<file path="config.mk">
export PLATFORM = sky130hd
export DESIGN_NAME = codecRegFile
export DESIGN_NICKNAME = d
export VERILOG_FILES = /design/src/rtl/codecRegPkg.sv /design/src/rtl/codecRegCtrl.sv /design/src/rtl/codecRegData.sv /design/src/rtl/codecRegFile.sv
export SDC_FILE = /design/constraint.sdc
export NUM_CORES = 1
export LEC_CHECK = 0
export BUFFER_PORTS_ARGS = -buffer_cell sky130_fd_sc_hd__buf_2
export CORE_UTILIZATION = 29
export DETAILED_ROUTE_END_ITERATION = 16
export PLACE_DENSITY = 0.5
export SETUP_SLACK_MARGIN = 0.05
export SYNTH_ARGS = -nofsm -noshare
export SYNTH_HDL_FRONTEND = slang
export SYNTH_HIERARCHICAL = 1
export SYNTH_SLANG_ARGS = --single-unit
</file>
<file path="constraint.sdc">
create_clock -name clk -period 0.9 [get_ports clk]
set_input_delay 0 -clock clk [delete_from_list [all_inputs] [get_ports clk]]
set_output_delay 0 -clock clk [all_outputs]
set_load 0.05 [all_outputs]
</file>
<file path="src/rtl/codecRegPkg.sv">
package codecRegPkg;
  localparam int DATA_W  = 16;
  localparam int IDX_W   = 7;
  localparam int RDY_W   = 4;
  localparam int ID_W    = 2;
  localparam int NUM_VOL = 2;
  localparam int VSEL_W  = (NUM_VOL > 1) ? $clog2(NUM_VOL) : 1;
  localparam int PCTL_W  = DATA_W / 2;
  localparam int PPAD_W  = DATA_W - PCTL_W - RDY_W;
  localparam int EPAD_W  = DATA_W - ID_W - 1;

  localparam logic [IDX_W-1:0] IDX_RESET = 7'h00;
  localparam logic [IDX_W-1:0] IDX_GP    = 7'h20;
  localparam logic [IDX_W-1:0] IDX_PWR   = 7'h26;
  localparam logic [IDX_W-1:0] IDX_EXTID = 7'h28;

  localparam logic [IDX_W-1:0]  VOL_IDX [NUM_VOL] = '{7'h02, 7'h18};
  localparam logic [DATA_W-1:0] VOL_DEF [NUM_VOL] = '{16'h8000, 16'h8808};

  localparam logic [DATA_W-1:0] CAP_CODE = 16'h0D40;
  localparam logic [DATA_W-1:0] GP_DEF   = '0;
  localparam logic [PCTL_W-1:0] PCTL_DEF = '0;

  typedef enum logic [2:0] {
    SEL_ZERO, SEL_CAP, SEL_VOL, SEL_GP, SEL_PWR, SEL_EXT
  } rdSel_e;

  typedef struct packed {
    logic               softReset;
    logic [NUM_VOL-1:0] wrVol;
    logic               wrGp;
    logic               wrPwr;
    logic               rdEn;
    rdSel_e             rdSel;
    logic [VSEL_W-1:0]  volSel;
  } strobe_t;
endpackage

</file>
<file path="src/rtl/codecRegCtrl.sv">
module codecRegCtrl
  import codecRegPkg::*;
(
  input  logic             cmdValid,
  input  logic             cmdRead,
  input  logic [IDX_W-1:0] cmdIndex,
  output strobe_t          stb
);
  logic               isWrite;
  logic [NUM_VOL-1:0] volHit;

  assign isWrite = cmdValid && !cmdRead;

  for (genvar i = 0; i < NUM_VOL; i++) begin : gVolHit
    assign volHit[i] = (cmdIndex == VOL_IDX[i]);
  end

  always_comb begin
    stb           = '0;
    stb.softReset = isWrite && (cmdIndex == IDX_RESET);
    stb.wrVol     = isWrite ? volHit : '0;
    stb.wrGp      = isWrite && (cmdIndex == IDX_GP);
    stb.wrPwr     = isWrite && (cmdIndex == IDX_PWR);
    stb.rdEn      = cmdValid && cmdRead;
    stb.rdSel     = SEL_ZERO;
    for (int i = 0; i < NUM_VOL; i++) begin
      if (volHit[i]) begin
        stb.rdSel  = SEL_VOL;
        stb.volSel = VSEL_W'(i);
      end
    end
    if (cmdIndex == IDX_RESET) stb.rdSel = SEL_CAP;
    if (cmdIndex == IDX_GP)    stb.rdSel = SEL_GP;
    if (cmdIndex == IDX_PWR)   stb.rdSel = SEL_PWR;
    if (cmdIndex == IDX_EXTID) stb.rdSel = SEL_EXT;
  end
endmodule

</file>
<file path="src/rtl/codecRegData.sv">
module codecRegData
  import codecRegPkg::*;
(
  input  logic              clk,
  input  logic              rstN,
  input  strobe_t           stb,
  input  logic [IDX_W-1:0]  cmdIndex,
  input  logic [DATA_W-1:0] cmdWrData,
  input  logic [RDY_W-1:0]  readyIn,
  input  logic [ID_W-1:0]   codecId,
  input  logic              testEnter,
  output logic              rdValid,
  output logic [IDX_W-1:0]  rdIndex,
  output logic [DATA_W-1:0] rdData,
  output logic              micSelect,
  output logic              testMode
);
  logic [DATA_W-1:0] volReg [NUM_VOL];
  logic [DATA_W-1:0] gpReg;
  logic [PCTL_W-1:0] pwrCtl;
  logic [DATA_W-1:0] rdMux;

  for (genvar i = 0; i < NUM_VOL; i++) begin : gVol
    always_ff @(posedge clk or negedge rstN) begin
      if (!rstN)              volReg[i] <= VOL_DEF[i];
      else if (stb.softReset) volReg[i] <= VOL_DEF[i];
      else if (stb.wrVol[i])  volReg[i] <= cmdWrData;
    end
  end

  always_ff @(posedge clk or negedge rstN) begin
    if (!rstN) begin
      gpReg  <= GP_DEF;
      pwrCtl <= PCTL_DEF;
    end else if (stb.softReset) begin
      gpReg  <= GP_DEF;
      pwrCtl <= PCTL_DEF;
    end else begin
      if (stb.wrGp)  gpReg  <= cmdWrData;
      if (stb.wrPwr) pwrCtl <= cmdWrData[DATA_W-1 -: PCTL_W];
    end
  end

  always_ff @(posedge clk or negedge rstN) begin
    if (!rstN)          testMode <= 1'b0;
    else if (testEnter) testMode <= 1'b1;
  end

  always_comb begin
    unique case (stb.rdSel)
      SEL_CAP: rdMux = CAP_CODE;
      SEL_VOL: rdMux = volReg[stb.volSel];
      SEL_GP:  rdMux = gpReg;
      SEL_PWR: rdMux = {pwrCtl, {PPAD_W{1'b0}}, readyIn};
      SEL_EXT: rdMux = {codecId, {EPAD_W{1'b0}}, 1'b1};
      default: rdMux = '0;
    endcase
  end

  always_ff @(posedge clk or negedge rstN) begin
    if (!rstN) begin
      rdValid <= 1'b0;
      rdIndex <= '0;
      rdData  <= '0;
    end else begin
      rdValid <= stb.rdEn;
      if (stb.rdEn) begin
        rdIndex <= cmdIndex;
        rdData  <= rdMux;
      end
    end
  end

  assign micSelect = gpReg[8];
endmodule

</file>
<file path="src/rtl/codecRegFile.sv">
module codecRegFile
  import codecRegPkg::*;
(
  input  logic              clk,
  input  logic              rstN,
  input  logic              cmdValid,
  input  logic              cmdRead,
  input  logic [IDX_W-1:0]  cmdIndex,
  input  logic [DATA_W-1:0] cmdWrData,
  input  logic [RDY_W-1:0]  readyIn,
  input  logic [ID_W-1:0]   codecId,
  input  logic              testEnter,
  output logic              rdValid,
  output logic [IDX_W-1:0]  rdIndex,
  output logic [DATA_W-1:0] rdData,
  output logic              micSelect,
  output logic              testMode
);
  strobe_t stb;

  codecRegCtrl u_ctrl (
    .cmdValid (cmdValid),
    .cmdRead  (cmdRead),
    .cmdIndex (cmdIndex),
    .stb      (stb)
  );

  codecRegData u_data (
    .clk       (clk),
    .rstN      (rstN),
    .stb       (stb),
    .cmdIndex  (cmdIndex),
    .cmdWrData (cmdWrData),
    .readyIn   (readyIn),
    .codecId   (codecId),
    .testEnter (testEnter),
    .rdValid   (rdValid),
    .rdIndex   (rdIndex),
    .rdData    (rdData),
    .micSelect (micSelect),
    .testMode  (testMode)
  );
endmodule

</file>
==> summary.md, run 1 <==
| Metric | Value |
|---|---|
| Initial antenna violation count | 0 |
| Worst-case hold slack | 4.38 ps |
| Chip Width | 118 um |
| Outcome | finished, violations left |
| DRC Markers | 0 |
| I/O pin count | 60 |
| Routed wire length | 12000 um |
| Fmax | 760 MHz |
| Die area | 13800 sq um |
| Slew @ Worst Pin | 269 ps |
| CTS sink count | 81 |
| Dpl cell area | 4830 sq um |
| First-pass GRT wire length | 18800 um |
| Hold violation total from the final report | 0 |
| Instance count of the mapped netlist | 352 |
| Critical path class | input port to register |
| Initial Utilization | 30.2% |
| Setup TNS | -25490 ps |
| Ys flop type | dfrtp_1 |
| Syn Nets | 386 |
| Area contributors post-synth | dfrtp_1, mux2i_1, nor2_1 |
| Pin count of the biggest net entering global routing | 41 |
| Worst Hold Class | input port to register |
| Startpoint types | input port |
| P per Cell Area | 1380 nW/um^2 |
| RR Startpoint | u_data/volReg[1]$_DFFE_PN0P_ |
| Synth Register Bits | 81 |
| Met2 routed WL | 5980 um |
| Max clock buf depth | 2 |
| # diodes | 0 |
| Filler cell count | 1137 |
| Cells on worst reg2reg path | 4 |
| DR WL met3 | 523 um |
| Final period util | 146% |
| HPWL after detailed placement | 7250 um |
| Sequential share of the synthesized area | 52.4% |
| Layout cells sized above 1 | 50.4% |
| Fin area | 6460 sq um |
| IO buf count | 59 |
| Yosys cell types | 37 |
| Antenna-violating nets left | 0 |
| Vias in the first global route | 3367 |
| H-Tree Depth | 3 |
| CP cell instances | buf_8 > or3b_4 > a211oi_4 > or3b_4 > buf_12 > nor2_2 > a21oi_2 > o221ai_2 |
| Max_slew headroom | 81.5% |
| TritonCTS buffer count | 9 |
| CP endpoint kind | register |
| Worst-skew pair later-pin latency | 340 ps |
| Chip Height | 118 um |
| Hold wc startpoint | codecId[1] |
| Endpoint, Worst Hold | u_data/rdData[15]$_DFFE_PN0P_ |
| Max Slew Vio Count | 0 |
| Synth area leader | dfrtp_1 |
| Hold depth | 3 |
| Total Nets Final | 532 |
| Slowest stage delay, CP | 400 ps |
| Minimum clock period | 1320 ps |
| Cell mode on critical path | or3b_4 |
| EDFF count, synth | 0 |
| Setup-failing EPs final | 76 |
| Metal-1 WL | 5290 um |
| CTS tree | done |
| Critical path arrival | 1530 ps |
| P_leak | 2.71 nW |
| All-Layer GR Usage | 17.6% |
| Vias post-DR | 3239 |
| Dpl ws | -953 ps |
| RSZ-0062 raised after global routing | true |
| Max_cap viols | 0 |
| Worst reg2reg setup slack | -180 ps |
| Mapped cell area | 3880 sq um |
| Crit-path slowest cell | or3b_4 |
| Routability cong. | 0.728 |
| DR pass1 iterations | 5 |
| CP max FO | 8 |
| Gr ovfl total | 0 |
| Top delay family on crit path | simple AND/OR/NAND/NOR gates |
| Final Util | 50.4% |
| Yosys top cell area share | 49.7% |
| Num rows | 41 |
| Core Region | 12800 sq um |
| Async S/R FF share, synth | 100% |
| Buffers & Inverters on Critical Path | 2 |
| Setup ws final | -416 ps |
| Drt wl/cell | 17.8 um |
| Root buf cell | clkbuf_16 |
| Clock transition at path regs | 60 ps |
| Final Skew | 3.93 ps |
| Synth warn | 6 |
| Violated checks | setup timing |
| Crit path required time | 1110 ps |
| Crit path depth | 8 |
| Mean post-synth cell area | 11.0 sq um |
| Highest metal used | met4 |
| Routed vias/inst | 4.81 |
| Synth-to-Final Area Change | 66.6% |
| Initial drt markers | 143 |
| R2r endpoint | u_data/rdData[1]$_DFFE_PN0P_ |
| VDD IR max | 949 uV |
-- repair_timing --
item | CTS | global route
cloned | 6 | 5
setup endpoints to repair | 98 | 98
hold buffers | 23 | 1
setup buffers | 14 | 9
resized for setup | 112 | 68
hold endpoints to repair | 139 | 1
pin swaps | 15 | 23
-- how the worst max path moves through the flow --
| stage | startpoint | to | slack, ps |
|---|---|---|---|
| CTS | cmdIndex[2] | u_data/rdData[3]$_DFFE_PN0P_ | -420 |
| finish | cmdIndex[2] | u_data/rdData[2]$_DFFE_PN0P_ | -420 |
| global route | cmdIndex[0] | u_data/rdData[7]$_DFFE_PN0P_ | -490 |
| detailed placement | cmdIndex[1] | u_data/rdData[15]$_DFFE_PN0P_ | -950 |
| global placement | cmdIndex[1] | u_data/rdData[15]$_DFFE_PN0P_ | -960 |
| floorplan | cmdIndex[6] | u_data/rdData[3]$_DFFE_PN0P_ | -660 |
-- registers in the layout (all words and copies together), names as in the netlist --
name             flops
u_data/volReg       32
u_data/gpReg        16
u_data/rdData       16
u_data/pwrCtl        8
u_data/rdIndex       7
u_data/rdValid       1
u_data/testMode      1
-- Yosys cell counts (all sizes together) (3+ instances only) --
cell	instances
a211o	4
a21oi	12
buf	14
clkbuf	12
dfrtp	77
dfstp	4
inv	15
mux2	7
mux2i	70
nand2	3
nand2b	3
nand3	8
nor2	64
nor2b	10
nor3	4
nor4	5
nor4b	3
o221ai	11
o22a	3
o22ai	5
or3b	3
-- layout by cell type, fill, tap and decap left out, drive strengths merged, types with 3 or more instances in the layout --
| cell type | count |
|---|---|
| buf | 131 |
| dfrtp | 77 |
| mux2i | 70 |
| nor2 | 64 |
| dlygate4sd3 | 24 |
| clkbuf | 17 |
| inv | 15 |
| a21oi | 12 |
| o221ai | 11 |
| nor2b | 10 |
| nand3 | 8 |
| mux2 | 7 |
| nor4 | 5 |
| o22ai | 5 |
| a211o | 4 |
| dfstp | 4 |
| nor3 | 4 |
| or3b | 3 |
| nand2b | 3 |
| o22a | 3 |
| nor4b | 3 |
| nand2 | 3 |
-- report_power, final --
part / switching (W) / internal [W]
Sequential: 0.000125 / 0.00386
Combinational: 0.000668 / 0.000602
Clock: 0.00139 / 0.00227
-- routing by layer --
metal  vias to the layer above  track usage, %
li1                       1521               -
met5                         -               0
met4                         0            4.73
met3                        15            3.88
met1                      1629            23.0
met2                        74            29.2
-- cells by family after synthesis --
kind of cell / count (synthesis) / share of synthesized area, %
and+or+nand+nor: 113 / 14.2
muxes: 77 / 20.1
AOI/OAI and AO/OA: 40 / 8.26
buffers and inverters: 41 / 5.00
DFF: 81 / 52.4
-- worst register-to-register path: stages, from the launching register on --
cell      delay [ps]
dfrtp_1          380
mux2i_1          250
nor2_4            50
a21oi_2          160
o221ai_2         120
-- final cells by class --
class                   instances  area, sq um  area share (%)
inverters                      15         56.3           0.872
flip-flops and latches         81         2040            31.6
clock inverters                 3         40.0           0.620
well taps                     172          215            3.33
repair buffers                161         1750            27.1
clock buffers                  12          256            3.97
multi-input cells             230         2100            32.5
-- through the flow --
step / cells / total power [W]
global route: 674 / 0.00926
detailed placement: 605 / 0.00497
CTS: 663 / 0.00894
global placement: 605 / 0.00495
floorplan: 352 / 0.00452
finish: 674 / 0.00892
Power figures use the tool's default switching activity.
==> run 2, diff against run 1 <==
Settings changed: SETUP_SLACK_MARGIN 0.05 to default.
==> summary.md, run 2 (same netlist as run 1, synthesis figures left out) <==
| Metric | Value |
|---|---|
| Core Region | 12800 sq um (unchanged) |
| Final period util | 153% (+6.9 points) |
| Chip Height | 118 um (unchanged) |
| Slowest stage delay, CP | 420 ps (+20 ps) |
| Routability cong. | 0.779 (+6.9%) |
| # diodes | 0 (unchanged) |
| CP cell instances | buf_6 > or3_4 > buf_6 > nor4_4 > bufbuf_16 > mux2i_1 > nor2_1 |
| Die area | 13800 sq um (unchanged) |
| Critical path class | input port to register |
| Num rows | 41 (unchanged) |
| Cells on worst reg2reg path | 3 (-1) |
| HPWL after detailed placement | 7300 um (+0.72%) |
| Critical path arrival | 1600 ps (+70 ps) |
| Most frequent cells in the layout | dfrtp_1, mux2i_1, nor2_1 |
| Initial Utilization | 30.2% (unchanged) |
| Max_cap viols | 0 (unchanged) |
| Worst reg2reg setup slack | -130 ps (+50 ps) |
| VDD IR max | 769 uV (-19%) |
| RSZ-0062 raised after global routing | true |
| Initial drt markers | 145 (+1.4%) |
| Most common cell after layout, fill and taps aside | dfrtp_1 |
| Hold depth | 3 (unchanged) |
| CP endpoint kind | register |
| CP max FO | 5 (-3) |
| Max reg flops | 32 (unchanged) |
| Dpl ws | -1020 ps (-63.0 ps) |
| Chip Width | 118 um (unchanged) |
| Outcome | finished, violations left |
| P per Cell Area | 1410 nW/um^2 (+1.9%) |
| Setup ws final | -477 ps (-61.8 ps) |
| Placed cell count | 601 (-0.66%) |
| Setup TNS | -29350 ps (-3850 ps) |
| DR pass1 iterations | 4 (-1) |
| Startpoint types | input port |
| Fmax | 726 MHz (-4.5%) |
| Antenna-violating nets left | 0 (unchanged) |
| Max clock buf depth | 2 (unchanged) |
| Initial antenna violation count | 0 (unchanged) |
| All-Layer GR Usage | 17.5% (-0.083 points) |
| Vias post-DR | 3194 (-1.4%) |
| Routed vias/inst | 4.78 (-0.50%) |
| First-pass GRT wire length | 18600 um (-1.1%) |
| Clock transition at path regs | 60 ps (about the same) |
| DRC Markers | 0 (unchanged) |
| Hold violation total from the final report | 0 (unchanged) |
| Drt wl/cell | 17.7 um (about the same) |
| Cell mode on critical path | buf_6 |
| Routed wire length | 11900 um (-0.94%) |
| H-Tree Depth | 3 (unchanged) |
| Top Registers | u_data/volReg x32, u_data/gpReg x16, u_data/rdData x16 |
| Setup-failing EPs final | 80 (+5.3%) |
| Total Nets Final | 525 (-1.3%) |
| Violated checks | setup timing |
| Gr ovfl total | 0 (unchanged) |
| Final Skew | 4.57 ps (+0.641 ps) |
| Max_slew headroom | 77.2% (-4.4 points) |
| Worst Hold Class | input port to register |
| CTS sink count | 81 (unchanged) |
| Pin count of the biggest net entering global routing | 27 (-34%) |
| Layout cells sized above 1 | 49.2% (-1.2 points) |
| CTS tree | done |
| Crit path required time | 1120 ps (about the same) |
| Crit-path slowest cell | or3_4 |
| Synth-to-Final Area Change | 63.9% |
| P_leak | 2.63 nW (-2.9%) |
| I/O pin count | 60 (unchanged) |
| Final non-filler cell total | 668 (-0.89%) |
| Root buf cell | clkbuf_16 |
| Slew @ Worst Pin | 342 ps (+73.4 ps) |
| IO buf count | 59 (unchanged) |
| Most flops, register | u_data/volReg |
| Max Slew Vio Count | 0 (unchanged) |
| Worst-skew pair later-pin latency | 340 ps (about the same) |
| Minimum clock period | 1380 ps (+61.8 ps) |
| Vias in the first global route | 3353 (-0.42%) |
| TritonCTS buffer count | 9 (unchanged) |
==> run 2: timing repair <==
item	4_1_cts	5_1_grt
setup endpoints to repair	98	97
pin swaps	23	22
buffers inserted	16	7
endpoints found under the hold margin	137	0
hold buffers	22	0
resized for setup	122	53
cloned	5	4
==> run 2: path summary, 6_finish.rpt <==
check                                                   start                             to
max in group asynchronous                                rstN  u_data/volReg[11]$_DFFE_PN1P_
worst min register to register    u_data/testMode$_DFFE_PN0P_    u_data/testMode$_DFFE_PN0P_
worst max-delay path                              cmdIndex[6]  u_data/volReg[26]$_DFFE_PN0P_
min in group asynchronous                                rstN    u_data/gpReg[3]$_DFFE_PN0P_
worst max register to register  u_data/volReg[11]$_DFFE_PN1P_  u_data/rdData[11]$_DFFE_PN0P_
worst min-delay path                              cmdIndex[2]  u_data/rdIndex[2]$_DFFE_PN0P_
==> run 2: final cells by class <==
class / instances / area (sq um)
fill: 1141 / 6470
multi-input combinational: 230 / 2110
sequential: 81 / 2040
timing repair buffer: 154 / 1630
clock buffer: 12 / 246
tap: 172 / 215
inverter: 15 / 56.3
clock inverter: 4 / 51.3
==> run 2: power breakdown <==
group / switching (W) / internal [W] / leakage [nW] / total (W)
clock network: 0.00146 / 0.00223 / 0.143 / 0.00370
logic: 0.000668 / 0.000595 / 1.41 / 0.00126
registers: 0.000126 / 0.00385 / 1.08 / 0.00398
total: 0.00226 / 0.00668 / 2.63 / 0.00894
==> run 2: per-stage QoR <==
step | hold WS (ps) | power [W] | util [%] | instance area [sq um]
2_1_floorplan | -296 | 0.00452 | - | 4000
3_3_place_gp | -67.4 | 0.00495 | 37.4 | 4790
3_5_place_dp | -70.3 | 0.00497 | 37.4 | 4790
4_1_cts | 1.06 | 0.00894 | 46.9 | 6020
5_1_grt | 13.1 | 0.00930 | 49.5 | 6350
6_report | 11.0 | 0.00894 | 49.5 | 6350
==> run 2: critical path, delay by kind of cell <==
family | cells | cell delay [ps]
and+or+nand+nor | 3 | 810
muxes | 1 | 210
buffers and inverters | 3 | 590
==> run 2: layer usage <==
| metal | share of wire (%) | wire, um | global-route usage, % | vias to the layer above |
|---|---|---|---|---|
| li1 | - | - | - | 1517 |
| met1 | 44 | 5270 | 23.2 | 1602 |
| met2 | 50 | 5960 | 28.9 | 63 |
| met3 | 3.6 | 423 | 3.20 | 12 |
| met4 | 1.7 | 204 | 5.45 | 0 |
| met5 | 0 | 0 | 0 | - |
==> run 3, diff against run 2 <==
Settings changed: CELL_PAD_IN_SITES_DETAIL_PLACEMENT from default to 0, CELL_PAD_IN_SITES_GLOBAL_PLACEMENT from default to 1, PLACE_DENSITY 0.5 to 0.6.
==> summary.md, run 3 (same netlist as run 1, synthesis figures left out) <==
| Metric | Value |
|---|---|
| HPWL after detailed placement | 6980 um (-4.4%) |
| Hold violation total from the final report | 0 (unchanged) |
| Die area | 13800 sq um (unchanged) |
| RSZ-0062 raised after global routing | true |
| VDD IR max | 774 uV (+0.59%) |
| Top delay family on crit path | simple AND/OR/NAND/NOR gates |
| Worst Setup SP | cmdIndex[3] |
| Routed vias/inst | 4.72 (-1.2%) |
| Final Skew | 5.51 ps (+0.944 ps) |
| Pin count of the biggest net entering global routing | 54 (+100%) |
| # diodes | 0 (unchanged) |
| Worst-skew pair later-pin latency | 350 ps (about the same) |
| CP cell instances | buf_8 > buf_6 > or3b_4 > nor4_4 > buf_4 > buf_12 > mux2i_2 > nor2_1 |
| P per Cell Area | 1440 nW/um^2 (+2.4%) |
| Cells on worst reg2reg path | 4 (+1) |
| Final Power | 0.00930 W (+4.0%) |
| Most common cell after layout, fill and taps aside | dfrtp_1 |
| Seq pwr share | 42.7% (-1.8 points) |
| Switching Power | 0.00232 W (+2.9%) |
| Core Region | 12800 sq um (unchanged) |
| Crit-path slowest cell | or3b_4 |
| IO buf count | 59 (unchanged) |
| RR Startpoint | u_data/volReg[1]$_DFFE_PN0P_ |
| Setup-failing EPs final | 87 (+8.8%) |
| Clock transition at path regs | 60 ps (about the same) |
| Max Slew Vio Count | 0 (unchanged) |
| Worst Hold Class | input port to register |
| Critical path arrival | 1540 ps (-60 ps) |
| Synth-to-Final Area Change | 66.5% |
| Drt wl/cell | 16.7 um (-6.0%) |
| Final Util | 50.3% (+0.78 points) |
| Antenna-violating nets left | 0 (unchanged) |
| CTS tree | done |
| Chip Height | 118 um (unchanged) |
| Setup ws final | -411 ps (+66.8 ps) |
| All-Layer GR Usage | 16.7% (-0.76 points) |
| Max_slew headroom | 75.6% (-1.5 points) |
| Buffers & Inverters on Critical Path | 4 (+1) |
| Num rows | 41 (unchanged) |
| Most frequent cells in the layout | dfrtp_1, mux2i_1, buf_6 |
| End of the critical path | u_data/gpReg[11]$_DFFE_PN0P_ |
| Top Registers | u_data/volReg x32, u_data/gpReg x16, u_data/rdData x16 |
| Internal | 0.00698 W (+4.4%) |
| Worst-case hold slack | 14.8 ps (+3.78 ps) |
| Chip Width | 118 um (unchanged) |
| Outcome | finished, violations left |
| Clock share of power | 43.7% (+2.4 points) |
| TritonCTS buffer count | 9 (unchanged) |
| Crit path depth | 8 (+1) |
| Logic pwr share | 13.6% (-0.5 points) |
| First-pass GRT wire length | 17700 um (-4.4%) |
| Total Nets Final | 540 (+2.9%) |
| Max_cap viols | 0 (unchanged) |
| Slew @ Worst Pin | 365 ps (+22.8 ps) |
| DR pass1 iterations | 4 (unchanged) |
| R2r endpoint | u_data/rdData[1]$_DFFE_PN0P_ |
| Max reg flops | 32 (unchanged) |
| Slowest stage delay, CP | 450 ps (+30 ps) |
| Routed wire length | 11400 um (-3.9%) |
| Vias post-DR | 3225 (+0.97%) |
| Fmax | 763 MHz (+5.1%) |
| Violated checks | setup timing |
| Vias in the first global route | 3281 (-2.1%) |
| Layout cells sized above 1 | 49.3% (+0.12 points) |
| Gr ovfl total | 0 (unchanged) |
| Switching Fraction | 25.0% (-0.27 points) |
| P_leak | 2.72 nW (+3.4%) |
| H-Tree Depth | 3 (unchanged) |
| Critical path class | input port to register |
| Startpoint types | input port |
| Max clock buf depth | 2 (unchanged) |
| Crit path required time | 1130 ps (about the same) |
| I/O pin count | 60 (unchanged) |
| Initial antenna violation count | 0 (unchanged) |
| Minimum clock period | 1310 ps (-66.8 ps) |
| CTS sink count | 81 (unchanged) |
| Initial Utilization | 30.2% (unchanged) |
| Routability cong. | 0.762 (-2.1%) |
| CP max FO | 8 (+3) |
| Initial drt markers | 139 (-4.1%) |
| Worst reg2reg setup slack | -130 ps (about the same) |
| CP endpoint kind | register |
| DRC Markers | 0 (unchanged) |
| Root buf cell | clkbuf_16 |
| Final period util | 146% (-7.4 points) |
| Most flops, register | u_data/volReg |
## run 3: worst min path at each step
stage	slack, ps	cells after the start	startpoint	end
6_report	10	3	codecId[0]	u_data/rdData[14]$_DFFE_PN0P_
5_1_grt	10	3	codecId[0]	u_data/rdData[14]$_DFFE_PN0P_
4_1_cts	20	3	codecId[0]	u_data/rdData[14]$_DFFE_PN0P_
3_5_place_dp	20	2	rstN	u_data/rdIndex[2]$_DFFE_PN0P_
3_3_place_gp	20	2	rstN	u_data/rdIndex[2]$_DFFE_PN0P_
2_1_floorplan	-300	0	rstN	u_data/gpReg[0]$_DFFE_PN0P_
## run 3: metrics by stage
| stage | setup TNS [ps] | cells | area (sq um) | setup WS, ps |
|---|---|---|---|---|
| CTS | -23360 | 665 | 6020 | -390 |
| global route | -28210 | 683 | 6450 | -440 |
| detailed placement | -59350 | 607 | 4790 | -926 |
| global placement | -59850 | 607 | 4790 | -958 |
| finish | -24830 | 683 | 6450 | -411 |
| floorplan | -38650 | 352 | 4000 | -660 |
## run 3: area by class of cell
class	instances	area (sq um)
timing repair buffer	169	1760
fill	1160	6370
clock inverter	6	87.6
sequential	81	2040
tap	172	215
clock buffer	10	239
multi-input combinational	230	2050
inverter	15	56.3
## run 3: tightest hold or removal path: cells and delay by family
family,cells,cell delay [ps]
buffers and inverters,1,90
muxes,1,80
AOI/OAI and AO/OA,1,150
## run 3: repair_timing
item	in CTS	in global routing
setup buffers	12	20
pin swaps	23	28
endpoints found under the hold margin	146	0
gates cloned	4	3
setup endpoints to repair	98	98
hold buffers	26	0
resized for setup	133	65
## run 3: power by group through the flow
stage / sequential (W) / clock (W) / combinational [W]
final: 0.00398 / 0.00406 / 0.00126
after global routing: 0.00400 / 0.00430 / 0.00135
after CTS: 0.00397 / 0.00414 / 0.00119
after detailed placement: 0.00401 / 0 / 0.000939
after global placement: 0.00401 / 0 / 0.000927
after floorplan: 0.00421 / 0 / 0.000319
## run 3: per-layer routing
layer	wire, um	share of wire (%)	vias to the layer above	global-route usage (%)
li1	-	-	1544	-
met2	5540	49	40	27.1
met1	5420	48	1626	22.1
met4	171	1.5	0	6.25
met3	256	2.2	15	3.29
met5	0	0	-	0
